[src/rtl/scan_pkg.sv]
package scan_pkg;
  // Strobes passed from the scan control to the alternation/frame datapath
  typedef struct packed {
    logic pix;
    logic lineEnd;
    logic frameEnd;
  } scanStrobe_t;
endpackage

[src/rtl/scan_ctrl.sv]
module scan_ctrl
  import scan_pkg::*;
#(
  parameter int DIV_W = 5,
  parameter int HT_W  = 7,
  parameter int VT_W  = 10,
  parameter int GROUP = 8
) (
  input  logic             clk,
  input  logic             rstN,
  input  logic [DIV_W-1:0] cfgDiv,
  input  logic [HT_W-1:0]  cfgHTotal,
  input  logic [VT_W-1:0]  cfgVTotal,
  output scanStrobe_t      strb,
  output logic             firstLine
);
  localparam int GW = (GROUP > 1) ? $clog2(GROUP) : 1;
  localparam logic [GW-1:0] GLAST = GW'(GROUP - 1);

  logic [DIV_W-1:0] divS, divCnt;
  logic [HT_W-1:0]  htS, hCnt;
  logic [VT_W-1:0]  vtS, vCnt;
  logic [GW-1:0]    pixCnt;
  logic pixTick, groupEnd, lineEnd, frameEnd;

  assign pixTick  = (divCnt == divS);
  assign groupEnd = pixTick && (pixCnt == GLAST);
  assign lineEnd  = groupEnd && (hCnt == htS);
  assign frameEnd = lineEnd && (vCnt == vtS);

  always_ff @(posedge clk) begin
    if (!rstN) begin
      divS   <= cfgDiv;
      htS    <= cfgHTotal;
      vtS    <= cfgVTotal;
      divCnt <= '0;
      pixCnt <= '0;
      hCnt   <= '0;
      vCnt   <= '0;
    end else begin
      divCnt <= pixTick ? '0 : divCnt + 1'b1;
      if (pixTick)  pixCnt <= groupEnd ? '0 : pixCnt + 1'b1;
      if (groupEnd) hCnt   <= lineEnd  ? '0 : hCnt + 1'b1;
      if (lineEnd)  vCnt   <= frameEnd ? '0 : vCnt + 1'b1;
      if (frameEnd) begin
        divS <= cfgDiv;
        htS  <= cfgHTotal;
        vtS  <= cfgVTotal;
      end
    end
  end

  assign strb.pix      = pixTick;
  assign strb.lineEnd  = lineEnd;
  assign strb.frameEnd = frameEnd;
  assign firstLine     = (vCnt == '0);


  cfg_hold_chk: assert property (@(posedge clk) disable iff (!rstN)
    !frameEnd |=> $stable({divS, htS, vtS}));


  pix_gap_chk: assert property (@(posedge clk) disable iff (!rstN)
    (pixTick && divS != '0 && !frameEnd) |=> !pixTick);
endmodule

[src/rtl/scan_modfrm.sv]
module scan_modfrm
  import scan_pkg::*;
#(
  parameter int MOD_W   = 6,
  parameter int FRAME_W = 18
) (
  input  logic             clk,
  input  logic             rstN,
  input  scanStrobe_t      strb,
  input  logic [MOD_W-1:0] cfgModRate,
  input  logic             cfgRepeat,
  output logic             modOut,
  output logic             frmRestart
);
  localparam logic [FRAME_W-1:0] FLAST = '1;

  logic [MOD_W-1:0]   rateS, modCnt;
  logic [FRAME_W-1:0] frameCnt;
  logic               rptS, modToggle, perFrame;

  assign perFrame   = (rateS == '0);
  assign modToggle  = perFrame ? strb.frameEnd : (strb.lineEnd && modCnt >= rateS);
  assign frmRestart = strb.frameEnd && rptS && (frameCnt == FLAST);

  always_ff @(posedge clk) begin
    if (!rstN) begin
      rateS    <= cfgModRate;
      rptS     <= cfgRepeat;
      modCnt   <= '0;
      frameCnt <= '0;
      modOut   <= 1'b0;
    end else begin
      if (modToggle) modOut <= ~modOut;
      if (perFrame || modToggle) modCnt <= '0;
      else if (strb.lineEnd)     modCnt <= modCnt + 1'b1;
      if (strb.frameEnd) begin
        frameCnt <= frameCnt + 1'b1;
        rateS    <= cfgModRate;
        rptS     <= cfgRepeat;
      end
    end
  end


  mod_quiet_chk: assert property (@(posedge clk) disable iff (!rstN)
    !strb.lineEnd |=> $stable(modOut));


  mod_frame_chk: assert property (@(posedge clk) disable iff (!rstN)
    (perFrame && !strb.frameEnd) |=> $stable(modOut));


  restart_wrap_chk: assert property (@(posedge clk) disable iff (!rstN)
    frmRestart |=> (frameCnt == '0));
endmodule

[src/rtl/panel_scan_timer.sv]
module panel_scan_timer
  import scan_pkg::*;
#(
  parameter int DIV_W   = 5,
  parameter int HT_W    = 7,
  parameter int VT_W    = 10,
  parameter int MOD_W   = 6,
  parameter int FRAME_W = 18,
  parameter int GROUP   = 8
) (
  input  logic             clk,
  input  logic             rstN,
  input  logic [DIV_W-1:0] cfgDiv,
  input  logic [HT_W-1:0]  cfgHTotal,
  input  logic [VT_W-1:0]  cfgVTotal,
  input  logic [MOD_W-1:0] cfgModRate,
  input  logic             cfgRepeat,
  output logic             pixEn,
  output logic             lineStrobe,
  output logic             firstLine,
  output logic             modOut,
  output logic             frmRestart
);
  scanStrobe_t strb;

  scan_ctrl #(.DIV_W(DIV_W), .HT_W(HT_W), .VT_W(VT_W), .GROUP(GROUP)) uCtrl (
    .clk(clk), .rstN(rstN), .cfgDiv(cfgDiv), .cfgHTotal(cfgHTotal),
    .cfgVTotal(cfgVTotal), .strb(strb), .firstLine(firstLine)
  );

  scan_modfrm #(.MOD_W(MOD_W), .FRAME_W(FRAME_W)) uData (
    .clk(clk), .rstN(rstN), .strb(strb), .cfgModRate(cfgModRate),
    .cfgRepeat(cfgRepeat), .modOut(modOut), .frmRestart(frmRestart)
  );

  assign pixEn      = strb.pix;
  assign lineStrobe = strb.lineEnd;
endmodule

[config.mk]
export PLATFORM = sky130hd
export DESIGN_NAME = panel_scan_timer
export DESIGN_NICKNAME = d
export VERILOG_FILES = /design/src/rtl/scan_pkg.sv /design/src/rtl/scan_ctrl.sv /design/src/rtl/scan_modfrm.sv /design/src/rtl/panel_scan_timer.sv
export SDC_FILE = /design/constraint.sdc
export NUM_CORES = 1
export LEC_CHECK = 0
export BUFFER_PORTS_ARGS = -buffer_cell sky130_fd_sc_hd__clkbuf_2
export CAP_MARGIN = 20
export CORE_ASPECT_RATIO = 1.4
export CORE_MARGIN = 4
export CORE_UTILIZATION = 45
export CTS_CLUSTER_DIAMETER = 100
export CTS_CLUSTER_SIZE = 8
export DETAILED_ROUTE_END_ITERATION = 8
export PLACE_DENSITY = 0.71
export SLEW_MARGIN = 25
export SYNTH_ARGS = -nofsm -noshare
export SYNTH_HDL_FRONTEND = slang
export SYNTH_SLANG_ARGS = --single-unit
[constraint.sdc]
create_clock -name clk -period 2.7 [get_ports clk]
set_clock_uncertainty 0.05 [all_clocks]
set_input_delay 0.405 -clock clk [delete_from_list [all_inputs] [get_ports clk]]
set_output_delay 0.405 -clock clk [all_outputs]
set_load 0.01 [all_outputs]
---- After elaboration in Yosys (flattened, before gate mapping) ----
Index checks and enable logic that the tools add are counted.
word-level totals
  input bits .............................. 31
  memory bits (read-only) ................. 0
  output and inout bits ................... 5
  memories ................................ 0
  flip-flop bits (word level) ............. 79
  bits in latches ......................... 0
  word-level logic and storage cells ...... 52
  RAM bits ................................ 0
cells by class
  bitwise gates (word level) .............. 2
  div/mod/pow operators ................... 0
  mux-type cells .......................... 14
  $add $sub $neg .......................... 6
  $mul .................................... 0
  equality and inequality tests ........... 6
  reduce and logical (&&, ||, !) cells .... 11
  shift operators ......................... 0
  $lt $le $gt $ge ......................... 1
operator list
  operator               count
  $mux 10                3
  $mux 7                 3
  $add 18x1->18 const B  1
  $eq 18x18->1 const B   1
  $mux 6                 2
  $add 10x1->10 const B  1
  $eq 10x10->1           1
  $logic_not 10->1       1
  $mux 5                 2
  $add 7x1->7 const B    1
  $eq 7x7->1             1
  $add 6x1->6 const B    1
  $ge 6x6->1             1
  $logic_and 1x1->1      6
  $logic_not 6->1        1
  $add 5x1->5 const B    1
  $eq 5x5->1             1
  $reduce_or 2->1        2
  $add 3x1->3 const B    1
  $eq 3x3->1 const B     1
  $mux 1                 3
  $mux 3                 1
  $ne 2x1->1 const B     1
  $not 1->1              2
  $logic_or 1x1->1       1

---- Logic depth before layout (Yosys ltp) ----
Gate-level depths: netlist (run 1).
  depth in word-level cells ............... 7
  gate-level depth with buffers ........... 8
  gate-level depth less buffers ........... 7

---- By module ----
A second synthesis (run 1) with hierarchy kept.
unflattened totals
  cells, all modules ...................... 351
  area, all modules ....................... 3673.5 um^2
modules (own cells, without submodules)
  module       cells an instance  area an instance (um^2)  instances  seq. area each (um^2)
  scan_ctrl    201                2189.6                   1          1161.1
  scan_modfrm  150                1483.9                   1          710.7

---- Worst setup path after synthesis (run 1) ----
OpenSTA, ideal clock, no wires.
  path type ............................... register to register
  start ................................... register uCtrl.pixCnt[0]
  end ..................................... register uCtrl.divS[0] (enable)
  buffers on the path ..................... 2
  setup time .............................. 0.400 ns
  data required time ...................... 2.250 ns
  arrival ................................. 2.264 ns
  slack ................................... -0.014 ns
  cell stages (with the launch flop) ...... 8
  clock period less this slack ............ 2.714 ns
  path through ............................ dfxtp_1 > ha_1 > ha_1 > and3_1 > nand4_4 > buf_6 > buf_2 > o21ai_2
between the ends
  cells in the longest elaborated chain, start to end .. 5
RTL lines
  element                 line             RTL
  start, declared         scan_ctrl.sv:23  logic [GW-1:0] pixCnt;
  start signal, assigned  scan_ctrl.sv:42  if (pixTick) pixCnt <= groupEnd ? '0 : pixCnt + 1'b1;
  $eq 3x3->1              scan_ctrl.sv:27  assign groupEnd = pixTick && (pixCnt == GLAST);
  $logic_and 1x1->1       scan_ctrl.sv:27
  $logic_and 1x1->1       scan_ctrl.sv:28  assign lineEnd = groupEnd && (hCnt == htS);
  $logic_and 1x1->1       scan_ctrl.sv:29  assign frameEnd = lineEnd && (vCnt == vtS);
  $ne 2x1->1 (no line)    n/a
  end signal, assigned    scan_ctrl.sv:33  divS <= cfgDiv;
  end signal, assigned    scan_ctrl.sv:46  divS <= cfgDiv;
  end, declared           scan_ctrl.sv:20  logic [DIV_W-1:0] divS, divCnt;
No other way between the ends.
A chain may end at the register's enable or synchronous reset.

---- Worst setup path after layout (run 1) ----
  start ................................... register uCtrl.vtS[1]
  end ..................................... output frmRestart
between the ends
  cells in the longest elaborated chain, start to end .. 4
RTL lines
  element                         line                    RTL
  start, declared                 scan_ctrl.sv:22         logic [VT_W-1:0] vtS, vCnt;
  start signal, assigned          scan_ctrl.sv:35         vtS <= cfgVTotal;
  start signal, assigned          scan_ctrl.sv:48         vtS <= cfgVTotal;
  $eq 10x10->1                    scan_ctrl.sv:29
  $logic_and 1x1->1               scan_ctrl.sv:29
  $logic_and 1x1->1 (2 in a row)  scan_modfrm.sv:23       assign frmRestart = strb.frameEnd && rptS && (frameCnt == FLAST);
  end, declared                   panel_scan_timer.sv:22  output logic frmRestart
No other way between the ends.

==> metrics, run 1 <==
critical path buffer and inverter count 1; 1st-iter DRT viols ~190; final std cells w/o fill 524; max_cap viols 0; outcome finished clean; CTS tree yes; Pwr Density 600.2 nW/µm²; critical-path cell list xor2_1 -> nor4_4 -> and3_4 -> nand4_1 -> nor4_2 -> clkbuf_2; Mapped Nets 426; htree depth 3; CTS root buffer clkbuf_16; later-pin clock latency in the skew report between 0.3 and 0.4 ns; crit path DAT between 2 and 2.5 ns; CP Capture Type output port; WL final 7.533 mm; Setup CP Type reg2out; Peak VDD IR 0.0005481 V; highest cell delay on the worst timing path about 0.38 ns; pin count of the biggest net entering global routing 60; Vias/cell about 5.7; Final Hold Vio Count 0; Die H roughly 120 µm; total negative slack 0 ns; share of cells above drive strength 1 17.06%; grt total ovfl 0; Worst path slowest cell nor4_4; First-pass DRT Iterations 5; Primary FF master, synth dfxtp_1; Fmax about 400 MHz; CTS sink cnt 79; Post-Synthesis Cell Area between 3000 and 4000 µm²; fin. max-slew vios 0; Avg Cell Area, Syn 10.18 µm²; Final period util 92.09%; core area 8295 µm²; asr flop ratio synth 0%; Critical Path RT ~2.3 ns; HPWL after detailed placement 5.315 mm; starting density of the core 46.76%; Mapped Cells ~380; vias in the first global route just under 3000; initial antenna violation count 0; post-synthesis cell type count 48; Total Routing Usage GR 15.80%; # diodes 0; number of nets in the layout 462; clock tree buffer depth 2; min Tclk post-route 2.486 ns; Post-synth EDFFs 29; Crit Path Max Fanout 5; actual slew at the worst max-slew pin 0.6216 ns; Yosys warnings 0; worst min-delay path class in2reg; Max-slew headroom 58.12%; synthesis-stage register bit count 79; first-pass GRT wire length 12.88 mm; # DRC 0; synth-to-layout area growth 17.42%; P_leak 1.668 nW; Port Buffers 35; GPL Wtd Cong 0.8399; Die W 86.47 µm; crit start category flip-flop; IO Count 36; antenna-violating nets left 0; Crit path max-delay family simple AND/OR/NAND/NOR gates; Clock transition at path regs 0.06 ns; drt wl/cell 14.38 µm; Post-Place Cells around 510; CTS Buf Count 9; die area 10190 µm²; final setup violation count 0; Via Count 2980; sequential share of the synthesized area 48.26%; unrepaired setup endpoints after global routing false; FP Rows 39
-- layout by cell type (no fill, tap or decap), types with 3 or more instances in the layout --
master      n
dfxtp_1    48
clkbuf_2   35
edfxtp_1   29
nand2_1    26
a21oi_1    22
nand3_1    17
xnor2_1    16
inv_1      15
nor2_1     15
o21ai_0    15
nand2b_1   15
ha_1       14
xor2_1     12
nand4_1    12
o41ai_1    10
mux2i_1     9
or3_1       9
o311ai_0    9
clkbuf_16   9
and3_1      8
nor4_1      7
buf_4       7
nor3_1      5
o31ai_1     4
o211ai_1    4
nand3b_1    3
nor4_2      3
o21a_1      3
or4_1       3
a211o_1     3
bufinv_16   3
-- through the flow --
| step | power, mW | area [µm²] | utilization, % | hold WS, ns | worst slack, ns |
|---|---|---|---|---|---|
| 3_3_place_gp | 1.419 | 4183 | 50.42 | 0.4052 | 0.3379 |
| 4_1_cts | 2.767 | 4521 | 54.49 | 0.1822 | 0.007742 |
| 2_1_floorplan | 1.379 | 3886 | - | 0.3911 | 0.3156 |
| 3_5_place_dp | 1.425 | 4183 | 50.42 | 0.4156 | 0.2897 |
| 6_report | 2.734 | 4554 | 54.90 | 0.1951 | 0.2137 |
| 5_1_grt | 2.830 | 4554 | 54.90 | 0.1828 | 0.09803 |
-- final cells by class --
class | count | area, µm²
Fill cell | 746 | 3741
Multi-Input combinational cell | 268 | 1898
Sequential cell | 79 | 1874
Timing Repair Buffer | 44 | 267.8
Clock buffer | 11 | 232.7
Tap cell | 102 | 127.6
Clock inverter | 5 | 97.59
Inverter | 15 | 56.30
-- synthesized netlist by cell type (12+ instances only) --
library cell | n | area, µm²
ha_1 | 14 | 175.2
nor2_1 | 15 | 56.30
edfxtp_1 | 29 | 870.8
o21ai_0 | 15 | 75.07
nand4_1 | 12 | 75.07
clkbuf_1 | 14 | 52.55
dfxtp_1 | 50 | 1001
nand2_1 | 26 | 97.59
nand2b_1 | 15 | 93.84
xor2_1 | 12 | 105.1
a21oi_1 | 22 | 110.1
inv_1 | 15 | 56.30
xnor2_1 | 17 | 148.9
nand3_1 | 17 | 85.08
-- routing by layer --
metal  vias to the layer above  global-route usage [%]  part of all wire, %  wire length (µm)
met2                        55                   26.34                   53              4003
met1                      1393                   17.96                   41              3073
met4                         0                   9.844                  2.7               207
met5                         -                       0                    0                 0
met3                        19                   3.361                  3.3               248
li1                       1513                       -                    -                 -
-- worst paths after layout --
path / startpoint / depth (start not counted) / to / slack [ns]
worst max-delay path: uCtrl.vtS[1]$_DFFE_PP_ / 6 / frmRestart / 0.21
worst min register to register: uData.modOut$_SDFFE_PN0P_ / 2 / uData.modOut$_SDFFE_PN0P_ / 0.42
worst max register to register: uCtrl.vtS[1]$_DFFE_PP_ / 6 / uData.frameCnt[12]$_SDFFE_PN0P_ / 0.41
worst min-delay path: cfgModRate[3] / 1 / uData.rateS[3]$_DFFE_PP_ / 0.20
-- sequential cells by signal, indices dropped and copies added (netlist names), 5 cells and up --
name / cells
uData.frameCnt: 18
uCtrl.vCnt: 10
uCtrl.vtS: 10
uCtrl.hCnt: 7
uCtrl.htS: 7
uData.modCnt: 6
uData.rateS: 6
uCtrl.divCnt: 5
uCtrl.divS: 5
-- power by group --
group	total, mW	internal, mW	leakage, nW	switching (mW)
Combinational	0.119	0.0518	0.821	0.0672
Clock	1.33	0.897	0.159	0.434
Sequential	1.28	1.27	0.688	0.0164
-- repair_timing --
action | CTS | global route
buffers inserted | 0 | 2
pin swaps | 0 | 3
setup endpoints to repair | 1 | 1
resized for setup | 2 | 5
hold buffers | 0 | 0
-- cells by family (layout without fill, tap and decap cells) --
kind of cell    count (synthesis)  count (layout)  synth area share (%)
simple gates                  138             138                 21.23
flops                          79              79                 48.26
compound gates                 78              78                 13.52
buf+inv                        34              75                 3.613
xor+xnor                       29              29                 6.548
fa+ha+maj                      14              14                 4.516
mux                             9               9                 2.323
-- worst reg2reg max path, delay by kind of cell, from the launching register on --
kind / cells / cell delay (ns)
AOI/OAI and AO/OA: 2 / 0.61
xor gates and xnor gates: 1 / 0.18
buffers and inverters: 1 / 0.18
DFF: 1 / 0.37
and+or+nand+nor: 2 / 0.77
(Power assumes the default switching activity.)
==> run 2, diff against run 1 <==
Settings changed: PLACE_DENSITY 0.71 to 0.68.
Clock period 2.7 ns to 2.4 ns, I/O delays scaled along.
==> run 2 against run 1 <==
  * Register-to-register slack worse by 0.16 ns
  * Utilization grew 0.92 points
  * Global-route usage shrank 0.20 points
  * Setup slack lost 0.17 ns
  * Largest cell class unchanged
  * Largest power group unchanged
==> metrics, run 2 (same netlist as run 1, synthesis figures left out) <==
CP Capture Type output port; Sequential Power Share 45.1% (-1.9 points); worst r2r src uCtrl.vtS[1]$_DFFE_PP_; Vias/cell 5.680 (-0.12%); Crit Path Max Fanout 2 (-3); crit path from uCtrl.vtS[6]$_DFFE_PP_; 1st-iter DRT viols 169 (-8.6%); Final period util 97.99%; critical-path cell list xor2_1 -> nor4_4 -> and3_4 -> nand4_1 -> nor4_2 -> buf_2; Post-Place Cells 511 (+0.99%); Sw Share 18.73% (-0.19 points); HPWL after detailed placement 5.198 mm (-2.2%); htree depth 3 (unchanged); die area 10190 µm² (unchanged); Biggest register uData.frameCnt; pin count of the biggest net entering global routing 59 (-1.7%); Fmax 425.2 MHz; first-pass GRT wire length 12.93 mm (+0.37%); FP Rows 39 (unchanged); WL final 7.525 mm (-0.11%); CTS Buf Count 9 (unchanged); GPL Wtd Cong 0.8367 (-0.38%); outcome finished clean; most common cell after layout, fill and taps aside dfxtp_1; Post-Place Worst Slack 0.1348 ns (-0.1549 ns); P_leak 1.702 nW (+2.0%); grt total ovfl 0 (unchanged); worst min-delay path class in2reg; min Tclk post-route 2.352 ns; max_cap viols 0 (unchanged); CTS sink cnt 79 (unchanged); Util after Layout 55.82% (+0.92 points); Comb pwr share 4.2% (-0.2 points); Port Buffers 35 (unchanged); starting density of the core 46.76% (unchanged); setup ws final 0.04824 ns (-0.1655 ns); Pwr Density 691.9 nW/µm² (+15%); # DRC 0 (unchanged); number of nets in the layout 466 (+0.87%); Internal 2.604 mW (+17%); Worst setup endpoint frmRestart; reg-to-reg slack, setup 0.25 ns (-0.16 ns); Peak VDD IR 0.0005587 V (+1.9%); # diodes 0 (unchanged); crit start category flip-flop; crit path DAT 1.94 ns (-0.09 ns); antenna-violating nets left 0 (unchanged); highest cell delay on the worst timing path 0.38 ns (about the same); final std cells w/o fill 528 (+0.76%); fin. max-slew vios 0 (unchanged); most frequent cells in the layout dfxtp_1, clkbuf_2, edfxtp_1, nand2_1, a21oi_1; Worst path slowest cell edfxtp_1; CTS root buffer clkbuf_16; drt wl/cell 14.25 µm (-0.86%); Max-slew headroom 62.47% (+4.3 points); initial antenna violation count 0 (unchanged); Critical Path RT 1.99 ns (-0.26 ns); share of cells above drive strength 1 20.19% (+3.1 points); max reg flops 18 (unchanged); Clock transition at path regs 0.06 ns (about the same); Via Count 2999 (+0.64%); unrepaired setup endpoints after global routing true; final setup violation count 0 (unchanged); Reg2Reg Depth 8 (+2); CTS tree yes; clock tree buffer depth 2 (unchanged); Largest regs uData.frameCnt (18), uCtrl.vCnt (10), uCtrl.vtS (10); Total Routing Usage GR 15.60% (-0.20 points); Sw Pwr 0.6002 mW (+16%); Setup CP Type reg2out; IO Count 36 (unchanged); First-pass DRT Iterations 4 (-1); Final Hold Vio Count 0 (unchanged); later-pin clock latency in the skew report 0.33 ns (about the same); reg2reg end uCtrl.vtS[5]$_DFFE_PP_; Die H 117.9 µm (unchanged); Die W 86.47 µm (unchanged); synth-to-layout area growth 19.39%; fill count 750 (+0.54%); actual slew at the worst max-slew pin 0.5570 ns (-0.06453 ns); core area 8295 µm² (unchanged); vias in the first global route 2924 (-1.6%); Clock power frac 50.8% (+2.1 points)
## run 2: worst max-delay path, delay by kind of cell, from the launching register on
kind                      cells  cell delay (ns)
xor gates and xnor gates      1             0.18
DFF                           1             0.38
and+or+nand+nor               4             0.87
buffers and inverters         1             0.17
## run 2: power groups by stage
| stage | combinational (mW) | sequential, mW | clock [mW] |
|---|---|---|---|
| final | 0.134 | 1.44 | 1.63 |
| after global routing | 0.152 | 1.45 | 1.71 |
| after detailed placement | 0.133 | 1.47 | 0 |
| after CTS | 0.136 | 1.44 | 1.66 |
| after floorplan | 0.0832 | 1.47 | 0 |
| after global placement | 0.128 | 1.47 | 0 |
## run 2: metal layers
metal / global-route usage [%] / up-vias / share of wire [%]
met2: 25.34 / 54 / 51
met1: 18.77 / 1412 / 43
met3: 3.852 / 21 / 3.4
met4: 8.090 / 0 / 3.1
li1: - / 1512 / -
met5: 0 / - / 0
## run 2: final cells by class
class	instances	area [µm²]	area share (%)
timing repair buffer	48	297.8	6.431
tap	102	127.6	2.756
sequential	79	1877	40.53
inverter	15	56.30	1.216
clock buffer	10	229.0	4.945
multi-input combinational	268	1911	41.26
clock inverter	6	132.6	2.864
## run 2: what timing repair did
action,4_1_cts,5_1_grt
setup endpoints to repair,1,1
pin swaps,3,0
setup buffers,1,0
gates resized for setup,8,6
hold buffers,0,0
## run 2: worst min-delay path by stage
stage	from	endpoint	cells past startpoint
detailed placement	uData.frameCnt[17]$_SDFFE_PN0P_	uData.frameCnt[17]$_SDFFE_PN0P_	2
CTS	cfgVTotal[4]	uCtrl.vtS[4]$_DFFE_PP_	1
global route	cfgVTotal[4]	uCtrl.vtS[4]$_DFFE_PP_	1
finish	cfgVTotal[4]	uCtrl.vtS[4]$_DFFE_PP_	1
global placement	uData.frameCnt[17]$_SDFFE_PN0P_	uData.frameCnt[17]$_SDFFE_PN0P_	2
floorplan	uCtrl.divCnt[0]$_SDFF_PP0_	uCtrl.divCnt[0]$_SDFF_PP0_	1
## run 2: per-stage QoR
stage / area, µm² / hold slack (ns) / power, mW / setup TNS, ns
detailed placement: 4220 / 0.4148 / 1.605 / 0
CTS: 4624 / 0.1386 / 3.242 / -0.002781
floorplan: 3886 / 0.3911 / 1.551 / 0
global route: 4631 / 0.1341 / 3.306 / -0.04827
global placement: 4220 / 0.4010 / 1.599 / 0
finish: 4631 / 0.1487 / 3.204 / 0
